[config.mk]
export PLATFORM = sky130hd
export DESIGN_NAME = buddy_alloc
export DESIGN_NICKNAME = d
export VERILOG_FILES = /design/src/rtl/buddy_alloc_pkg.sv /design/src/rtl/buddy_order_calc.sv /design/src/rtl/buddy_block_search.sv /design/src/rtl/buddy_alloc.sv
export SDC_FILE = /design/constraint.sdc
export NUM_CORES = 1
export LEC_CHECK = 0
export ABC_AREA = 1
export ABC_CLOCK_PERIOD_IN_PS = 6200
export BUFFER_PORTS_ARGS = -buffer_cell sky130_fd_sc_hd__buf_2
export CAP_MARGIN = 20
export CORE_UTILIZATION = 35
export CTS_CLUSTER_SIZE = 20
export DETAILED_ROUTE_END_ITERATION = 8
export GPL_ROUTABILITY_DRIVEN = 0
export PLACE_DENSITY_LB_ADDON = 0.05
export REMOVE_ABC_BUFFERS = 1
export SLEW_MARGIN = 20
export SYNTH_ARGS = -nofsm -noshare
export SYNTH_HDL_FRONTEND = slang
export SYNTH_SLANG_ARGS = --single-unit
[constraint.sdc]
create_clock -name clk -period 6.2 [get_ports clk]
set_input_delay 0.93 -clock clk [delete_from_list [all_inputs] [get_ports clk]]
set_output_delay 0.93 -clock clk [all_outputs]
set_load 0.05 [all_outputs]
[src/rtl/buddy_alloc_pkg.sv]
package buddy_alloc_pkg;

    typedef enum logic [2:0] {
        ST_IDLE,
        ST_SEARCH,
        ST_SPLIT,
        ST_MERGE,
        ST_RESP
    } state_e;

    // Flat bit position of block (order k, base b) in an n-level map.
    // Orders are stacked from order 0 upward; order k holds 2^(n-k) bits.
    function automatic int map_pos(input int n, input int k, input int b);
        return (1 << (n + 1)) - (1 << (n - k + 1)) + (b >> k);
    endfunction

endpackage

[src/rtl/buddy_order_calc.sv]
module buddy_order_calc #(
    parameter int N  = 4,
    parameter int PW = N + 2,
    parameter int OW = $clog2(N + 1)
) (
    input  logic [PW-1:0] pages,
    output logic [OW-1:0] order,
    output logic          too_big
);

    always_comb begin
        too_big = (pages > PW'(1 << N));
        order   = '0;
        // Descending scan: the last match is the smallest fitting order.
        for (int t = N; t >= 0; t--) begin
            if (pages <= PW'(1 << t)) begin
                order = OW'(t);
            end
        end
    end

endmodule

[src/rtl/buddy_block_search.sv]
module buddy_block_search #(
    parameter int N   = 4,
    parameter int OW  = $clog2(N + 1),
    parameter int TOT = (1 << (N + 1)) - 1
) (
    input  logic [TOT-1:0] free_map,
    input  logic [OW-1:0]  min_order,
    output logic           found,
    output logic [OW-1:0]  hit_order,
    output logic [N-1:0]   hit_base
);

    logic [N:0]        lvl_hit;
    logic [N:0][N-1:0] lvl_idx;

    // One lowest-index finder per order level.
    for (genvar gk = 0; gk <= N; gk++) begin : g_level
        localparam int CNT = 1 << (N - gk);
        localparam int OFF = (1 << (N + 1)) - (1 << (N - gk + 1));
        logic         h;
        logic [N-1:0] ix;
        always_comb begin
            h  = 1'b0;
            ix = '0;
            for (int i = CNT - 1; i >= 0; i--) begin
                if (free_map[OFF + i]) begin
                    h  = 1'b1;
                    ix = N'(i);
                end
            end
        end
        assign lvl_hit[gk] = h;
        assign lvl_idx[gk] = ix;
    end

    always_comb begin
        found     = 1'b0;
        hit_order = '0;
        hit_base  = '0;
        for (int k = N; k >= 0; k--) begin
            if (lvl_hit[k] && (OW'(k) >= min_order)) begin
                found     = 1'b1;
                hit_order = OW'(k);
                hit_base  = N'(lvl_idx[k] << k);
            end
        end
    end

endmodule

[src/rtl/buddy_alloc.sv]
module buddy_alloc
    import buddy_alloc_pkg::*;
#(
    parameter int POOL_LOG2 = 4
) (
    input  logic                             clk,
    input  logic                             rst_n,
    input  logic                             req_valid,
    input  logic                             req_free,
    input  logic [POOL_LOG2+1:0]             req_pages,
    input  logic [POOL_LOG2-1:0]             req_base,
    input  logic [$clog2(POOL_LOG2+1)-1:0]   req_order,
    output logic                             busy,
    output logic                             rsp_valid,
    output logic                             rsp_fail,
    output logic [POOL_LOG2-1:0]             rsp_base
);

    localparam int N   = POOL_LOG2;
    localparam int PW  = N + 2;
    localparam int OW  = $clog2(N + 1);
    localparam int TOT = (1 << (N + 1)) - 1;

    state_e         state_q, state_d;
    logic [TOT-1:0] free_q, alloc_q;
    logic           op_free_q, fail_q;
    logic [PW-1:0]  pages_q;
    logic [N-1:0]   base_q, cur_base_q;
    logic [OW-1:0]  order_q, cur_order_q;

    logic [OW-1:0]  tgt_order;
    logic           too_big;
    logic           found;
    logic [OW-1:0]  hit_order;
    logic [N-1:0]   hit_base;

    buddy_order_calc #(.N(N), .PW(PW), .OW(OW)) u_order (
        .pages   (pages_q),
        .order   (tgt_order),
        .too_big (too_big)
    );

    buddy_block_search #(.N(N), .OW(OW), .TOT(TOT)) u_search (
        .free_map  (free_q),
        .min_order (tgt_order),
        .found     (found),
        .hit_order (hit_order),
        .hit_base  (hit_base)
    );

    // Decision terms shared by the next-state and datapath processes.
    logic          alloc_ok, free_ok, merge_go;
    logic [OW-1:0] split_order;
    logic [N-1:0]  split_upper, buddy_base;

    always_comb begin
        alloc_ok    = !too_big && found;
        free_ok     = 1'b0;
        if (int'(order_q) <= N) begin
            free_ok = ((int'(base_q) & ((1 << int'(order_q)) - 1)) == 0) &&
                      alloc_q[map_pos(N, int'(order_q), int'(base_q))];
        end
        split_order = cur_order_q - 1'b1;
        split_upper = cur_base_q | N'(1 << int'(split_order));
        buddy_base  = '0;
        merge_go    = 1'b0;
        if (int'(cur_order_q) < N) begin
            buddy_base = cur_base_q ^ N'(1 << int'(cur_order_q));
            merge_go   = free_q[map_pos(N, int'(cur_order_q), int'(buddy_base))];
        end
    end

    always_comb begin
        state_d = state_q;
        unique case (state_q)
            ST_IDLE:   if (req_valid) state_d = ST_SEARCH;
            ST_SEARCH: begin
                if (op_free_q)
                    state_d = free_ok ? ST_MERGE : ST_RESP;
                else if (alloc_ok && hit_order != tgt_order)
                    state_d = ST_SPLIT;
                else
                    state_d = ST_RESP;
            end
            ST_SPLIT:  if (split_order == tgt_order) state_d = ST_RESP;
            ST_MERGE:  if (!merge_go) state_d = ST_RESP;
            ST_RESP:   state_d = ST_IDLE;
            default:   state_d = ST_IDLE;
        endcase
    end

    always_ff @(posedge clk or negedge rst_n) begin
        if (!rst_n) state_q <= ST_IDLE;
        else        state_q <= state_d;
    end

    always_ff @(posedge clk or negedge rst_n) begin
        if (!rst_n) begin
            free_q            <= '0;
            free_q[TOT-1]     <= 1'b1;
            alloc_q           <= '0;
            op_free_q         <= 1'b0;
            fail_q            <= 1'b0;
            pages_q           <= '0;
            base_q            <= '0;
            order_q           <= '0;
            cur_base_q        <= '0;
            cur_order_q       <= '0;
        end else begin
            unique case (state_q)
                ST_IDLE: begin
                    if (req_valid) begin
                        op_free_q <= req_free;
                        pages_q   <= req_pages;
                        base_q    <= req_base;
                        order_q   <= req_order;
                    end
                end
                ST_SEARCH: begin
                    if (op_free_q) begin
                        fail_q <= !free_ok;
                        if (free_ok) begin
                            alloc_q[map_pos(N, int'(order_q), int'(base_q))] <= 1'b0;
                            cur_base_q  <= base_q;
                            cur_order_q <= order_q;
                        end else begin
                            cur_base_q  <= '0;
                        end
                    end else begin
                        fail_q <= !alloc_ok;
                        if (alloc_ok) begin
                            free_q[map_pos(N, int'(hit_order), int'(hit_base))] <= 1'b0;
                            if (hit_order == tgt_order)
                                alloc_q[map_pos(N, int'(tgt_order), int'(hit_base))] <= 1'b1;
                            cur_base_q  <= hit_base;
                            cur_order_q <= hit_order;
                        end else begin
                            cur_base_q  <= '0;
                        end
                    end
                end
                ST_SPLIT: begin
                    free_q[map_pos(N, int'(split_order), int'(split_upper))] <= 1'b1;
                    cur_order_q <= split_order;
                    if (split_order == tgt_order)
                        alloc_q[map_pos(N, int'(split_order), int'(cur_base_q))] <= 1'b1;
                end
                ST_MERGE: begin
                    if (merge_go) begin
                        free_q[map_pos(N, int'(cur_order_q), int'(buddy_base))] <= 1'b0;
                        cur_base_q  <= cur_base_q & ~N'(1 << int'(cur_order_q));
                        cur_order_q <= cur_order_q + 1'b1;
                    end else begin
                        free_q[map_pos(N, int'(cur_order_q), int'(cur_base_q))] <= 1'b1;
                    end
                end
                ST_RESP: ;
                default: ;
            endcase
        end
    end

    always_comb begin
        busy      = (state_q != ST_IDLE);
        rsp_valid = (state_q == ST_RESP);
        rsp_fail  = rsp_valid && fail_q;
        rsp_base  = rsp_valid ? cur_base_q : '0;
    end

endmodule

==> results of run 1 <==
==> area by class of cell <==
class	instances	area, um^2	area share, %
sequential	87	2178	16.76
clock buffer	11	242.7	1.868
clock inverter	5	81.33	0.6258
timing repair buffer	58	387.9	2.985
inverter	232	877.1	6.749
tap	448	560.5	4.313
multi-input combinational	1654	8667	66.70
==> state kept, by name (all words and copies together) (netlist names) <==
name,cells
alloc_q,31
free_q,31
pages_q,6
base_q,4
cur_base_q,4
cur_order_q,3
order_q,3
state_q,3
fail_q,1
op_free_q,1
==> Yosys cell counts, types with 4 or more instances <==
library cell and count:
nand3_1 198, o21ai_1 10, o221ai_1 4, o31ai_1 9, o21ai_0 72, xnor2_1 12
nand4_1 119, buf_4 8, dfrtp_1 86, clkbuf_1 36, nor3_1 27, inv_1 216
inv_2 12, o211ai_1 8, buf_1 4, nand3b_1 7, a31oi_1 7, xor2_1 15
ha_1 77, nor2_4 4, nand2_1 522, or2_2 5, o22ai_1 28, fa_1 8
and2_1 4, nand2_2 23, nor4_1 13, a21oi_1 124, buf_2 22, nor2_2 13
nor2_1 302, nand3_2 9, o21bai_1 4
==> layer usage <==
metal	wire, um	global-route usage [%]	vias up	share of wire (%)
li1	-	-	6816	-
met1	21860	37.16	6306	48
met2	19310	39.39	449	43
met3	2904	3.659	60	6.4
met4	1086	8.386	0	2.4
met5	0	0	-	0
==> cells by family after synthesis <==
kind of cell | count (synthesis) | share of synthesized area (%)
simple gates | 1254 | 46.71
buf+inv | 303 | 10.02
compound gates | 284 | 13.32
flops | 87 | 18.12
fa+ha+maj | 85 | 9.347
xor+xnor | 28 | 2.196
mux | 3 | 0.2810
==> placed cells by master, fill, tap and decap left out, types with 4 or more instances in the layout <==
cell	instances
nand2_1	521
nor2_1	297
inv_1	216
nand3_1	198
a21oi_1	124
nand4_1	119
dfrtp_1	86
ha_1	77
o21ai_0	72
buf_4	35
o22ai_1	28
nor3_1	27
nand2_2	23
buf_2	22
nor2_2	16
xor2_1	15
nor4_1	13
inv_2	12
xnor2_1	12
o21ai_1	10
nand3_2	9
o31ai_1	9
clkbuf_16	9
o211ai_1	8
fa_1	8
a31oi_1	7
nand3b_1	7
nor2_4	6
or2_2	5
nand2_4	4
o221ai_1	4
o21bai_1	4
and2_1	4
==> worst max-delay path by stage <==
stage                               from          to  slack, ns  cells past startpoint
final                         pages_q[1]  free_q[23]       0.50                     29
after global routing          pages_q[1]  free_q[23]      0.007                     29
after floorplan           cur_order_q[0]  free_q[19]       0.39                     22
after CTS                     pages_q[1]  free_q[23]       0.20                     29
after global placement        pages_q[1]  free_q[23]       0.19                     29
after detailed placement      pages_q[1]  free_q[23]       0.21                     29
==> through the flow <==
stage / hold WS, ns / setup slack (ns) / std cells
finish: 0.4807 / 0.5039 / 2495
global route: 0.5014 / 0.006723 / 2495
CTS: 0.4788 / 0.2001 / 2491
detailed placement: 0.4679 / 0.2118 / 2475
global placement: 0.4695 / 0.1876 / 2475
floorplan: 0.4417 / 0.3887 / 1973
==> repair_timing <==
action	in CTS	in global routing
endpoints found under the setup margin	0	40
gates resized for setup	0	3
setup buffers	0	3
endpoints found under the hold margin	0	0
==> key figures, run 1 <==
Critical path
  • WP buf/inv: 4
  • Reg2Reg Depth: 29
  • Max FO, Critical Path: 31
  • CP Launch Type: flip-flop
  • Top cell by count, worst path: nand2_1
  • FF-to-FF Start: pages_q[1]
  • Critical Path End Type: flip-flop
  • Critical Path Slowest Stage Cell: fa_1
  • Crit-path leading delay family: simple AND/OR/NAND/NOR gates
  • Crit path DAT: 5.97 ns
  • CP Class: flip-flop to flip-flop
  • CP required: 6.47 ns
  • Crit-path max cell delay: 0.40 ns
  • R2R setup slack: 0.50 ns
  • R2R Path End: free_q[23]

Floorplan
  • Top Ports: 24
  • Row Count: 67
  • Die H: 187.3 um
  • Core ar.: 33700 um^2
  • Die X: 187.3 um
  • Initial core utilization: 35.67%
  • Die Area: 35090 um^2

Detailed routing
  • Vias per cell: 5.463
  • Final wirelength: 45.16 mm
  • Iter 0 DRT Violations: 1380
  • Drt wl/cell: 18.10 um
  • Vias: 13630
  • DRT antenna net count: 0
  • DRT Pass-1 Iters: 6
  • DRC Markers: 0

Clock network
  • Num Clock Sinks: 87
  • Cts bufs inserted: 9
  • Worst-skew pair later-pin latency: 0.38 ns
  • CTS root buffer: clkbuf_16
  • CTS H-tree depth: 3
  • Hold-fix buffers, CTS: 0
  • CTS tree: yes
  • Clock transition at the registers of the reported paths: 0.08 ns
  • Max clock buf depth: 2

Hold path
  • Hold WC Path Type: input port to async pin

Synthesis
  • Ys Warns: 0
  • Asr flop ratio synth: 100.0%
  • Post-synthesis cell count: 2044
  • Post-Syn Area: 12020 um^2
  • Mapped Avg Cell Area: 5.881 um^2
  • Synth area leaders: dfrtp_1, nand2_1, nor2_1
  • Post-synthesis sequential area ratio: 18.12%
  • Area share of the largest cell type after synthesis: 17.90%
  • Predominant post-synthesis flop cell: dfrtp_1
  • Register bit total from synthesis: 87
  • Post-synth EDFFs: 0
  • Synth unique cells: 56
  • Cell taking the most area after synthesis: dfrtp_1

Layout
  • Utilization after layout: 38.56%
  • Fill cell count: 3788
  • Final Net Count: 2144
  • Antenna Cells: 0
  • Share of cells above drive strength 1: 8.012%
  • Final Instance Area: 13000 um^2
  • Synthesis-to-finish area growth: 8.109%

STA
  • Min Clock Period, post-route: 5.696 ns
  • RSZ-0062 raised after global routing: no
  • Worst Tran Pin Value: 1.073 ns
  • Setup TNS: 0 ns
  • Tcrit/Tclk final: 91.87%
  • Max-slew headroom at the worst pin: 28.39%
  • Setup Viol. Count Final: 0
  • Fmax: 175.6 MHz
  • Final Hold Fails: 0
  • Slew Viols, Final: 0
  • Final Skew: 0.01455 ns

Run
  • Max cap viols: 0

GRT
  • Largest net degree at the start of global routing: 62
  • GRT Overall Usage: 25.84%
  • First-pass GRT wire length: 70.97 mm
  • Overflow after GRT: 0
  • Initial antenna violation count: 0
  • Vias in the first global route: 12480

Place
  • DPL Wire Length: 34.54 mm
  • Post-DP Area: 12620 um^2
  • PortBufs: 23

Status
  • Status: completed
Power of run 1 is not shown: default switching activity piles up to over one toggle a cycle in this logic, so the estimate is an artifact.
==> run 2: changes to the inputs <==
ABC_AREA = default   (was 1)
==> key figures, run 2 <==
Status
  • Status: completed

Layout
  • Fin cells: 1887
  • Final Net Count: 1583
  • Utilization after layout: 40.11%
  • Commonest cells after routing, fill and taps aside: nand2_1, nor2_1, buf_4
  • Synthesis-to-finish area growth: 11.94%
  • Share of cells above drive strength 1: 15.29%
  • Fill cell count: 3345
  • Antenna Cells: 0
  • Top flop regs: alloc_q x31, free_q x31, pages_q x6
  • Commonest non-fill, non-tap cell in the layout: nand2_1

Synthesis
  • Register bit total from synthesis: 87
  • Most frequent cell after synthesis: nand2_1
  • Synth unique cells: 94
  • Synth area leaders: dfrtp_1, ha_1, nand2_1
  • Post-synth EDFFs: 0
  • Mapped Avg Cell Area: 7.915 um^2
  • Post-synthesis sequential area ratio: 19.17%
  • Post-Syn Area: 11370 um^2
  • Asr flop ratio synth: 100.0%
  • Ys Warns: 0
  • Cell taking the most area after synthesis: dfrtp_1
  • Commonest cells post-synth: nand2_1, nor2_1, dfrtp_1
  • Area share of the largest cell type after synthesis: 18.93%
  • Predominant post-synthesis flop cell: dfrtp_1
  • Post-synthesis cell count: 1436

Hold path
  • Hold WC Path Type: flip-flop to flip-flop

Detailed routing
  • Vias: 11710
  • DRT Pass-1 Iters: 5
  • DRC Markers: 0
  • Vias per cell: 6.207
  • DRT antenna net count: 0
  • Iter 0 DRT Violations: 1112
  • Drt wl/cell: 23.00 um
  • Final wirelength: 43.40 mm

Clock network
  • CTS root buffer: clkbuf_16
  • CTS tree: yes
  • Clock transition at the registers of the reported paths: 0.07 ns
  • Num Clock Sinks: 87
  • CTS H-tree depth: 3
  • Max clock buf depth: 2
  • Cts bufs inserted: 9
  • Worst-skew pair later-pin latency: 0.37 ns

Critical path
  • CP Launch Type: flip-flop
  • WP buf/inv: 4
  • Top cell by count, worst path: ha_1
  • Critical Path End Type: flip-flop
  • CP Class: flip-flop to flip-flop
  • CP required: 6.43 ns
  • Critical Path Slowest Stage Cell: dfrtp_2
  • Crit-path leading delay family: simple AND/OR/NAND/NOR gates
  • Crit-path max cell delay: 0.44 ns
  • Max FO, Critical Path: 10
  • Crit path DAT: 6.18 ns

Floorplan
  • Die Area: 33200 um^2
  • Row Count: 65
  • Initial core utilization: 35.83%
  • Core ar.: 31720 um^2
  • Die H: 182.2 um
  • Die X: 182.2 um
  • Top Ports: 24

STA
  • Fmax: 168.2 MHz
  • Min Clock Period, post-route: 5.946 ns
  • Slew Viols, Final: 0
  • Setup Viol. Count Final: 0
  • Max-slew headroom at the worst pin: 24.87%
  • Tcrit/Tclk final: 95.90%
  • Worst Tran Pin Value: 1.123 ns
  • Final Hold Fails: 0
  • Final Skew: 0.01229 ns

Place
  • DPL Wire Length: 33.48 mm
  • Placed Instances: 1860
  • PortBufs: 23

GRT
  • Largest net degree at the start of global routing: 47
  • First-pass GRT wire length: 68.19 mm
  • GRT Overall Usage: 26.44%
  • Overflow after GRT: 0
  • Initial antenna violation count: 0
  • Vias in the first global route: 11380

Power and ir drop
  • LEAKAGE: 5.285 nW
  • Peak VDD IR: 0.2758 mV
  • Pwr/cell area: 552.6 nW/um^2

Run
  • Max cap viols: 0
-- run 2: cells by family (layout without fill, tap and decap cells) --
kind of cell,after synthesis,count (layout),synth area share (%)
compound gates,471,471,29.76
xor+xnor,55,55,4.238
fa+ha+maj,85,85,9.885
buf+inv,152,201,5.570
flops,87,87,19.17
mux,53,53,6.935
simple gates,533,533,24.45
-- run 2: layout make-up --
type / count / area, um^2 / area share, %
inverters: 75 / 281.5 / 2.213
multi-input cells: 1197 / 8715 / 68.49
clock inverters: 5 / 36.28 / 0.2852
repair buffers: 111 / 778.2 / 6.117
well taps: 402 / 503.0 / 3.953
flip-flops and latches: 87 / 2181 / 17.14
clock buffers: 10 / 229.0 / 1.800
-- run 2: through the flow --
stage	power, mW	TNS [ns]	instance area [um^2]	setup slack (ns)	hold WS, ns
floorplan	4.416	-19.03	11010	-0.6374	0.4392
global placement	6.375	0	12210	0.05612	0.4671
detailed placement	6.347	-0.3814	12210	-0.1605	0.4651
CTS	6.922	0	12490	0.05955	0.4799
global route	7.564	-0.002620	12720	-0.002620	0.5300
finish	7.032	0	12720	0.2543	0.4772
-- run 2: where the power goes --
| part | total, mW | switching (mW) | internal (mW) |
|---|---|---|---|
| sequential | 0.659 | 0.0607 | 0.598 |
| combinational | 5.83 | 3.89 | 1.95 |
| clock | 0.539 | 0.268 | 0.270 |
| total | 7.03 | 4.21 | 2.82 |
-- run 2: worst paths after layout --
check                                 from    endpoint  slack, ns  cells after the start
worst max-delay path            pages_q[5]  free_q[25]       0.25                     25
worst min-delay path                fail_q      fail_q       0.48                      2
worst max register to register  pages_q[5]  free_q[25]       0.25                     25
worst min register to register      fail_q      fail_q       0.48                      2
max in group asynchronous            rst_n  free_q[20]       4.47                      2
min in group asynchronous            rst_n   base_q[3]       0.57                      1
-- run 2: worst min-delay path, stage by stage (launching register included) --
cell,delay (ns)
dfrtp_1,0.35
nand2_1,0.05
nand2_1,0.05
-- run 2: per-layer routing --
layer  vias up  wire, um  GRT usage [%]
met4         0       823          6.387
li1       5564         -              -
met5         -         0              0
met2       400     20080          43.13
met3        53      2406          3.572
met1      5696     20080          36.74
-- run 2: repair_timing --
| item | in CTS | in global routing |
|---|---|---|
| pin swaps | 0 | 8 |
| endpoints found under the setup margin | 6 | 48 |
| setup buffers | 0 | 12 |
| resized for setup | 4 | 31 |
| hold buffers | 0 | 0 |
(Power assumes the default switching activity.)
